## src/rtl/ulg_pkg.sv

```systemverilog
package ulg_pkg;

    // Sequence position of the gate.
    typedef enum logic [1:0] {
        ST_SEALED = 2'd0,
        ST_HALF   = 2'd1,
        ST_OPEN   = 2'd2
    } gate_state_e;

    // One decoded bus write as seen by the key sequencer.
    typedef struct packed {
        logic to_first;     // write targets the first key slot
        logic to_second;    // write targets the second key slot
        logic first_good;   // full-word write carrying the first key
        logic second_good;  // full-word write carrying the second key
    } key_evt_t;

    localparam key_evt_t KEY_EVT_NONE = '{default: 1'b0};

    // Next sequence position for a given key event.
    function automatic gate_state_e step_gate(input gate_state_e cur, input key_evt_t ev);
        gate_state_e nxt;
        nxt = cur;
        if (ev.to_first) begin
            nxt = ev.first_good ? ST_HALF : ST_SEALED;
        end else if (ev.to_second) begin
            if (!ev.second_good) begin
                nxt = ST_SEALED;
            end else if (cur == ST_HALF || cur == ST_OPEN) begin
                nxt = ST_OPEN;
            end else begin
                nxt = ST_SEALED;
            end
        end
        return nxt;
    endfunction

endpackage

```

## src/rtl/ulg_key_decode.sv

```systemverilog
module ulg_key_decode
    import ulg_pkg::*;
#(
    parameter int                ADDR_W    = 8,
    parameter int                DATA_W    = 32,
    parameter logic [ADDR_W-1:0] SLOT0_OFS = 8'h6C,
    parameter logic [ADDR_W-1:0] SLOT1_OFS = 8'h70,
    parameter logic [DATA_W-1:0] SLOT0_KEY = 32'h83E7_0B13,
    parameter logic [DATA_W-1:0] SLOT1_KEY = 32'h95A4_F1E0
) (
    input  logic                wr_en,
    input  logic [ADDR_W-1:0]   wr_addr,
    input  logic [DATA_W-1:0]   wr_data,
    input  logic [DATA_W/8-1:0] wr_strb,
    output key_evt_t            evt,
    output logic                is_key
);
    localparam int STRB_W = DATA_W / 8;

    logic hit0, hit1, full_word;

    always_comb begin
        hit0      = (wr_addr == SLOT0_OFS);
        hit1      = (wr_addr == SLOT1_OFS);
        full_word = (wr_strb == {STRB_W{1'b1}});
        is_key    = hit0 | hit1;
        evt       = KEY_EVT_NONE;
        if (wr_en) begin
            evt.to_first    = hit0;
            evt.to_second   = hit1;
            evt.first_good  = hit0 & full_word & (wr_data == SLOT0_KEY);
            evt.second_good = hit1 & full_word & (wr_data == SLOT1_KEY);
        end
    end

endmodule

```

## src/rtl/ulg_seq.sv

```systemverilog
module ulg_seq
    import ulg_pkg::*;
(
    input  logic     clk,
    input  logic     rst,
    input  key_evt_t evt,
    output logic     locked,
    output logic     armed
);
    gate_state_e state_q;

    always_ff @(posedge clk) begin
        if (rst) begin
            state_q <= ST_SEALED;
        end else begin
            state_q <= step_gate(state_q, evt);
        end
    end

    always_comb begin
        locked = (state_q != ST_OPEN);
        armed  = (state_q == ST_HALF);
    end

    // opening is always caused by a correct second key in the cycle before
    assert_open_by_second_key_R3: assert property (@(posedge clk) disable iff (rst)
        $rose(!locked) |-> $past(evt.to_second && evt.second_good));

    // the gate only opens out of the armed position
    assert_open_from_armed_R4: assert property (@(posedge clk) disable iff (rst)
        $rose(state_q == ST_OPEN) |-> $past(state_q) == ST_HALF);

    // a wrong value at either slot seals the gate
    assert_bad_key_seals_R5: assert property (@(posedge clk) disable iff (rst)
        ((evt.to_first && !evt.first_good) || (evt.to_second && !evt.second_good))
        |=> (locked && !armed));

    // a correct first key always leaves the gate armed and locked
    assert_first_key_arms_R9: assert property (@(posedge clk) disable iff (rst)
        (evt.to_first && evt.first_good) |=> (armed && locked));

endmodule

```

## src/rtl/ulg_wr_qual.sv

```systemverilog
module ulg_wr_qual (
    input  logic clk,
    input  logic rst,
    input  logic wr_en,
    input  logic is_key,
    input  logic locked,
    input  logic rd_en,
    output logic reg_wr_en,
    output logic rd_grant
);
    always_comb begin
        reg_wr_en = wr_en & ~is_key & ~locked;
        rd_grant  = rd_en;
    end

    // nothing reaches the register file while sealed or armed
    assert_sealed_no_write_R2: assert property (@(posedge clk) disable iff (rst)
        locked |-> !reg_wr_en);

    // key slot writes are consumed by the gate
    assert_key_not_forwarded_R8: assert property (@(posedge clk) disable iff (rst)
        (wr_en && is_key) |-> !reg_wr_en);

    // reads are never withheld
    assert_read_free_R7: assert property (@(posedge clk) disable iff (rst)
        rd_en |-> rd_grant);

endmodule

```

## src/rtl/reg_unlock_gate.sv

```systemverilog
module reg_unlock_gate
    import ulg_pkg::*;
#(
    parameter int                ADDR_W    = 8,
    parameter int                DATA_W    = 32,
    parameter logic [ADDR_W-1:0] SLOT0_OFS = 8'h6C,
    parameter logic [ADDR_W-1:0] SLOT1_OFS = 8'h70,
    parameter logic [DATA_W-1:0] SLOT0_KEY = 32'h83E7_0B13,
    parameter logic [DATA_W-1:0] SLOT1_KEY = 32'h95A4_F1E0
) (
    input  logic                clk,
    input  logic                rst,
    input  logic                wr_en,
    input  logic [ADDR_W-1:0]   wr_addr,
    input  logic [DATA_W-1:0]   wr_data,
    input  logic [DATA_W/8-1:0] wr_strb,
    input  logic                rd_en,
    output logic                reg_wr_en,
    output logic                rd_grant,
    output logic                locked,
    output logic                armed
);
    key_evt_t evt;
    logic     is_key;

    ulg_key_decode #(
        .ADDR_W   (ADDR_W),
        .DATA_W   (DATA_W),
        .SLOT0_OFS(SLOT0_OFS),
        .SLOT1_OFS(SLOT1_OFS),
        .SLOT0_KEY(SLOT0_KEY),
        .SLOT1_KEY(SLOT1_KEY)
    ) u_decode (
        .wr_en  (wr_en),
        .wr_addr(wr_addr),
        .wr_data(wr_data),
        .wr_strb(wr_strb),
        .evt    (evt),
        .is_key (is_key)
    );

    ulg_seq u_seq (
        .clk   (clk),
        .rst   (rst),
        .evt   (evt),
        .locked(locked),
        .armed (armed)
    );

    ulg_wr_qual u_qual (
        .clk      (clk),
        .rst      (rst),
        .wr_en    (wr_en),
        .is_key   (is_key),
        .locked   (locked),
        .rd_en    (rd_en),
        .reg_wr_en(reg_wr_en),
        .rd_grant (rd_grant)
    );

endmodule

```

## config.mk

```make
export PLATFORM = sky130hd
export DESIGN_NAME = reg_unlock_gate
export DESIGN_NICKNAME = d
export VERILOG_FILES = /design/src/rtl/ulg_pkg.sv /design/src/rtl/ulg_key_decode.sv /design/src/rtl/ulg_seq.sv /design/src/rtl/ulg_wr_qual.sv /design/src/rtl/reg_unlock_gate.sv
export SDC_FILE = /design/constraint.sdc
export NUM_CORES = 1
export LEC_CHECK = 0
export BUFFER_PORTS_ARGS = -buffer_cell sky130_fd_sc_hd__buf_4
export CAP_MARGIN = 5
export CORE_AREA = 3 3 40 42
export CTS_BUF_LIST = sky130_fd_sc_hd__clkbuf_8
export DETAILED_ROUTE_END_ITERATION = 10
export DIE_AREA = 0 0 43 45
export PLACE_DENSITY = 0.78
export SKIP_CTS_REPAIR_TIMING = 1
export SYNTH_ARGS = -nofsm -noshare
export SYNTH_HDL_FRONTEND = slang
export SYNTH_HIERARCHICAL = 1
export SYNTH_SLANG_ARGS = --single-unit
```

## constraint.sdc

```tcl
create_clock -name clk -period 2.25 [get_ports clk]
set_input_delay 0.225 -clock clk [delete_from_list [all_inputs] [get_ports clk]]
set_output_delay 0.225 -clock clk [all_outputs]
set_load 0.01 [all_outputs]
```

After elaboration in Yosys (flattened, before gate mapping)
Cells that the tools add are included.
{ "totals": {"reg_bits": 2, "latch_bits": 0, "mem_bits_rw": 0, "romBits": 0, "in_bits": 48, "out_inout_bits": 4, "wordCells": 26, "n_memories": 0} }
{ "op_classes": {"add_sub_neg": 0, "mul": 0, "div_mod_pow": 0, "magnitude_cmp": 0, "n_eq_ne": 8, "shift": 0, "muxes": 6, "bitwise_logic": 9, "n_reduce_logical": 2} }
{ "ops": {"columns": ["operator", "n"], "rows": [
  ["$eq 32x32->1 const B", 2],
  ["$eq 8x7->1 const B", 2],
  ["$mux 2", 4],
  ["$and 1x1->1", 6],
  ["$eq 4x4->1 const B", 1],
  ["$mux 4", 1],
  ["$eq 2x1->1 const B", 1],
  ["$eq 2x2->1 const B", 1],
  ["$ne 2x2->1 const B", 1],
  ["$not 1->1", 2],
  ["$reduce_bool 2->1", 1],
  ["$logic_or 1x1->1", 1],
  ["$mux 1", 1],
  ["$or 1x1->1", 1]
]} }

Depth between registers and ports, before layout
{ "depth": {"depth_word": 7, "depth_mapped": 5, "depth_no_buf": 5} }

Hierarchy
The synthesis kept the hierarchy.
{ "modules_own_cells": {"columns": ["mod", "n_inst", "cells_each", "area_per_inst_um2", "seq_area_each_um2"], "rows": [
  ["ulg_key_decode", 1, 32, 277.8, 0.0],
  ["ulg_seq", 1, 13, 115.1, 40.0],
  ["ulg_wr_qual", 1, 2, 20.0, 0.0]
]} }

Worst setup path before layout
No wires, ideal clock.
{ "synth_timing": {"path_type": "input -> register", "start": "input port wr_data[20]", "end": "register u_seq.state_q[1]", "setup_time_ns": 0.086, "arrival_ns": 1.155, "required_ns": 2.164, "slack_ns": 1.009, "path_stages": 5, "path_buffers": 0, "cell_sequence": "and4bb_1 > nand4_2 > nor4_2 > nand3b_1 > a211oi_1"} }
{ "synth_rtl": {"columns": ["item", "line", "text"], "rows": [
  ["from (decl)", "reg_unlock_gate.sv:15", "input logic [DATA_W-1:0] wr_data,"],
  ["to (signal assigned)", "ulg_seq.sv:16", "state_q <= step_gate(state_q, evt);"],
  ["to (decl)", "ulg_seq.sv:10", "gate_state_e state_q;"]
]} }

Worst setup path after layout
{ "layout_timing": {"start": "input port wr_addr[1]", "end": "output port reg_wr_en"} }
{ "layout_between": {"elab_chain_len": 5, "elab_cells_between_ends": 6, "cone_classes": "2 x eq/ne; 4 x bitwise"} }
{ "layout_lines": {"columns": ["item", "line", "text"], "rows": [
  ["from (decl)", "reg_unlock_gate.sv:14", "input logic [ADDR_W-1:0] wr_addr,"],
  ["$eq 8x7->1, on equally long branches", "ulg_key_decode.sv:23, ulg_key_decode.sv:24", null],
  ["$or 1x1->1 *", "ulg_key_decode.sv:26", "is_key = hit0 | hit1;"],
  ["via is_key", "reg_unlock_gate.sv:24", "logic is_key;"],
  ["$not 1->1 *", "ulg_wr_qual.sv:12", "reg_wr_en = wr_en & ~is_key & ~locked;"],
  ["$and 1x1->1 * (2 in a row)", "ulg_wr_qual.sv:12", null],
  ["to (decl)", "reg_unlock_gate.sv:18", "output logic reg_wr_en,"]
]} }
The timed path passes the listed nets; every way through them passes the cells marked *.

==> impl_metrics.xml <==
<?xml version="1.0" encoding="UTF-8"?>
<metrics>
  <group name="critical_path">
    <metric name="crit_path_start_kind" unit="">input pin</metric>
    <metric name="worst_path_largest_cell_delay" unit="ns">0.39</metric>
    <metric name="crit_family" unit="">simple AND/OR/NAND/NOR gates</metric>
    <metric name="criticalPathCategory" unit="">in2out</metric>
    <metric name="critPathMaxFanout" unit="">3</metric>
    <metric name="crit_path_cell_trace" unit="">buf_4 -&gt; nor4b_2 -&gt; nand2_1 -&gt; nand2_1 -&gt; nor3b_2 -&gt; buf_4</metric>
    <metric name="crit_path_end_kind" unit="">output port</metric>
    <metric name="worstPathBufferInverterCount" unit="">2</metric>
    <metric name="worst_path_max_delay_cell" unit="">sky130_fd_sc_hd__nor4b_2</metric>
    <metric name="rr_startpoint" unit="">u_seq/state_q[0]</metric>
    <metric name="worst_ep_arrival_time" unit="ns">1.08</metric>
    <metric name="required_time_of_the_worst_setup_path" unit="ns">2.03</metric>
    <metric name="critPathLaunch" unit="">wr_addr[1]</metric>
  </group>
  <group name="routing">
    <metric name="remaining_drc_errors" unit="">0</metric>
    <metric name="vias_per_cell" unit="">5.29</metric>
    <metric name="antenna_violating_nets_post_route" unit="">0</metric>
    <metric name="num_vias" unit="">598</metric>
    <metric name="routed_wire_per_std_cell" unit="µm">12.1</metric>
    <metric name="wl" unit="µm">1370</metric>
    <metric name="detail_route.first_pass.iterations" unit="">4</metric>
    <metric name="detailedRoute.firstIterationViolations" unit="">6</metric>
  </group>
  <group name="final_layout">
    <metric name="area.growth.synth_to_final" unit="%">102</metric>
    <metric name="utilization" unit="">0.648</metric>
    <metric name="max_reg_flops" unit="">2</metric>
    <metric name="final_net_count" unit="">150</metric>
    <metric name="post_route_cells_drive_above_1_share" unit="">0.612</metric>
    <metric name="final_common_cell" unit="">sky130_fd_sc_hd__buf_4</metric>
    <metric name="num_antenna_cells" unit="">0</metric>
    <metric name="largest_registers" unit="">u_seq/state_q x2</metric>
    <metric name="regMostFlops" unit="">u_seq/state_q</metric>
    <metric name="mostFrequentLayoutCells" unit="">sky130_fd_sc_hd__buf_4 (49), sky130_fd_sc_hd__nand2_1 (5), sky130_fd_sc_hd__nor4bb_1 (5)</metric>
  </group>
  <group name="synthesis">
    <metric name="syn-mean-instance-area" unit="µm²">8.79</metric>
    <metric name="synth.lib_cells_used.distinct" unit="">24</metric>
    <metric name="synth_nets" unit="">97</metric>
    <metric name="fraction_of_the_yosys_area_taken_by_sequential_cells" unit="">0.0970</metric>
    <metric name="synth.cell_area" unit="µm²">413</metric>
    <metric name="synthesis.instances" unit="">47</metric>
    <metric name="yosysWarnings" unit="">6</metric>
    <metric name="ys_seq_elements" unit="">2</metric>
  </group>
  <group name="pwr">
    <metric name="power_leakage" unit="nW">0.401</metric>
    <metric name="power.ir.vdd_worst" unit="µV">279</metric>
    <metric name="cell_pwr_density" unit="nW/µm²">311</metric>
  </group>
  <group name="sta">
    <metric name="setup_total_negative_slack" unit="ns">0</metric>
    <metric name="period_needed" unit="ns">1.31</metric>
    <metric name="final_max_slew_viol_count" unit="">0</metric>
    <metric name="max-slew-margin-rel" unit="">0.759</metric>
    <metric name="timing_hold_violations_final" unit="">0</metric>
    <metric name="timing.final.crit_share" unit="">0.582</metric>
    <metric name="worst_slew_pin_slew" unit="ns">0.361</metric>
    <metric name="rsz0062_at_grt" unit="">no</metric>
    <metric name="post_route_skew" unit="ns">0.00209</metric>
    <metric name="fmaxAchievable" unit="MHz">764</metric>
    <metric name="final-setup-viol-count" unit="">0</metric>
  </group>
  <group name="hold_path">
    <metric name="holdCritStartpoint" unit="">rst</metric>
    <metric name="timing.hold.worst.class" unit="">in2reg</metric>
  </group>
  <group name="grt">
    <metric name="grt_max_degree" unit="">5</metric>
    <metric name="grt_overflow_total" unit="">0</metric>
    <metric name="grt_pass1_vias" unit="">661</metric>
    <metric name="antenna_found_initial" unit="">0</metric>
    <metric name="gr-usage-all-layers" unit="">0.158</metric>
    <metric name="global_route_wire_length_before_repair" unit="µm">2330</metric>
  </group>
  <group name="floorplanning">
    <metric name="ios" unit="">52</metric>
    <metric name="core" unit="µm²">1280</metric>
    <metric name="fp-row-count" unit="">13</metric>
    <metric name="die_area" unit="µm²">1940</metric>
    <metric name="chipWidth" unit="µm">43</metric>
    <metric name="die_h" unit="µm">45</metric>
    <metric name="initial_core_util" unit="">0.321</metric>
  </group>
  <group name="clock_tree">
    <metric name="cts_inserted_buffers" unit="">3</metric>
    <metric name="clock_sinks" unit="">2</metric>
    <metric name="cts_tree" unit="">yes</metric>
    <metric name="cts_root_buf" unit="">sky130_fd_sc_hd__clkbuf_8</metric>
    <metric name="clk_pin_slew" unit="ns">0.03</metric>
    <metric name="clock_tree.buffer_depth" unit="">2</metric>
    <metric name="clock_latency" unit="ns">0.21</metric>
    <metric name="clock_h_tree_levels" unit="">1</metric>
  </group>
  <group name="placement">
    <metric name="detailedPlacementHpwl" unit="µm">1270</metric>
    <metric name="globalplace.congestion" unit="">0.625</metric>
    <metric name="port-buffer-count" unit="">49</metric>
  </group>
  <group name="job">
    <metric name="drv_cap" unit="">0</metric>
  </group>
  <group name="outcome">
    <metric name="run_status" unit="">finished clean</metric>
  </group>
</metrics>
==> cell families after synthesis <==
logic type | after synthesis | share of synthesized area
and+or+nand+nor | 37 | 0.767
buffers and inverters | 4 | 0.0455
AOI/OAI and AO/OA | 2 | 0.0303
adders and majority gates | 2 | 0.0606
DFF | 2 | 0.0970
==> area by class of cell <==
class	count	area, µm²
fill	125	452
multi-input combinational	41	354
timing repair buffer	49	368
clock buffer	3	41.3
tap	15	18.8
inverter	3	11.3
sequential	2	40.0
==> worst paths after layout <==
kind | to | slack (ns) | cells past startpoint
setup / recovery | reg_wr_en | 0.94 | 6
setup reg to reg | u_seq/state_q[1] | 1.15 | 4
hold / removal | u_seq/state_q[1] | 0.18 | 2
hold reg to reg | u_seq/state_q[1] | 0.49 | 2
==> through the flow <==
| stage | cell area, µm² | total power, mW | hold WS, ns | setup slack [ns] | cells |
|---|---|---|---|---|---|
| finish | 833 | 0.259 | 0.180 | 0.942 | 113 |
| global route | 833 | 0.271 | 0.186 | 0.855 | 113 |
| CTS | 833 | 0.262 | 0.179 | 0.963 | 113 |
| detailed placement | 792 | 0.118 | 0.399 | 0.806 | 110 |
| global placement | 792 | 0.116 | 0.398 | 0.844 | 110 |
| floorplan | 413 | 0.0536 | 0.294 | 1.01 | 47 |
==> synthesized netlist by cell type <==
library cell / n / area [µm²]
sky130_fd_sc_hd__nand3_1: 2 / 10.0
sky130_fd_sc_hd__ha_1: 2 / 25.0
sky130_fd_sc_hd__nand4_1: 2 / 12.5
sky130_fd_sc_hd__nor4b_1: 1 / 8.76
sky130_fd_sc_hd__a211oi_1: 1 / 7.51
sky130_fd_sc_hd__inv_1: 3 / 11.3
sky130_fd_sc_hd__nand4_2: 1 / 12.5
sky130_fd_sc_hd__and4bb_1: 2 / 25.0
sky130_fd_sc_hd__nor2b_1: 1 / 6.26
sky130_fd_sc_hd__and4bb_2: 3 / 37.5
sky130_fd_sc_hd__and3_1: 2 / 12.5
sky130_fd_sc_hd__or3b_1: 1 / 8.76
sky130_fd_sc_hd__dfxtp_1: 2 / 40.0
sky130_fd_sc_hd__nor4bb_1: 5 / 50.1
sky130_fd_sc_hd__nand2_1: 5 / 18.8
sky130_fd_sc_hd__nor3b_2: 1 / 12.5
sky130_fd_sc_hd__a21oi_1: 1 / 5.00
sky130_fd_sc_hd__nand3b_1: 1 / 7.51
sky130_fd_sc_hd__buf_4: 1 / 7.51
sky130_fd_sc_hd__nor4_2: 2 / 25.0
sky130_fd_sc_hd__nor2_1: 2 / 7.51
sky130_fd_sc_hd__and4b_1: 4 / 40.0
sky130_fd_sc_hd__nand2b_1: 1 / 6.26
sky130_fd_sc_hd__nor4b_2: 1 / 15.0
==> metal layers <==
metal	global-route usage	up-vias	wire (µm)
li1	-	293	-
met1	0.153	265	457
met2	0.317	36	731
met3	0.0159	4	157
met4	0.0964	0	21
met5	0	-	0
==> where the power goes <==
part           internal, mW  switching (mW)  total (mW)
clock                 0.113          0.0285       0.142
combinational        0.0615          0.0200      0.0815
sequential           0.0358               0      0.0358
No activity file was read; power rests on OpenSTA's default activity.
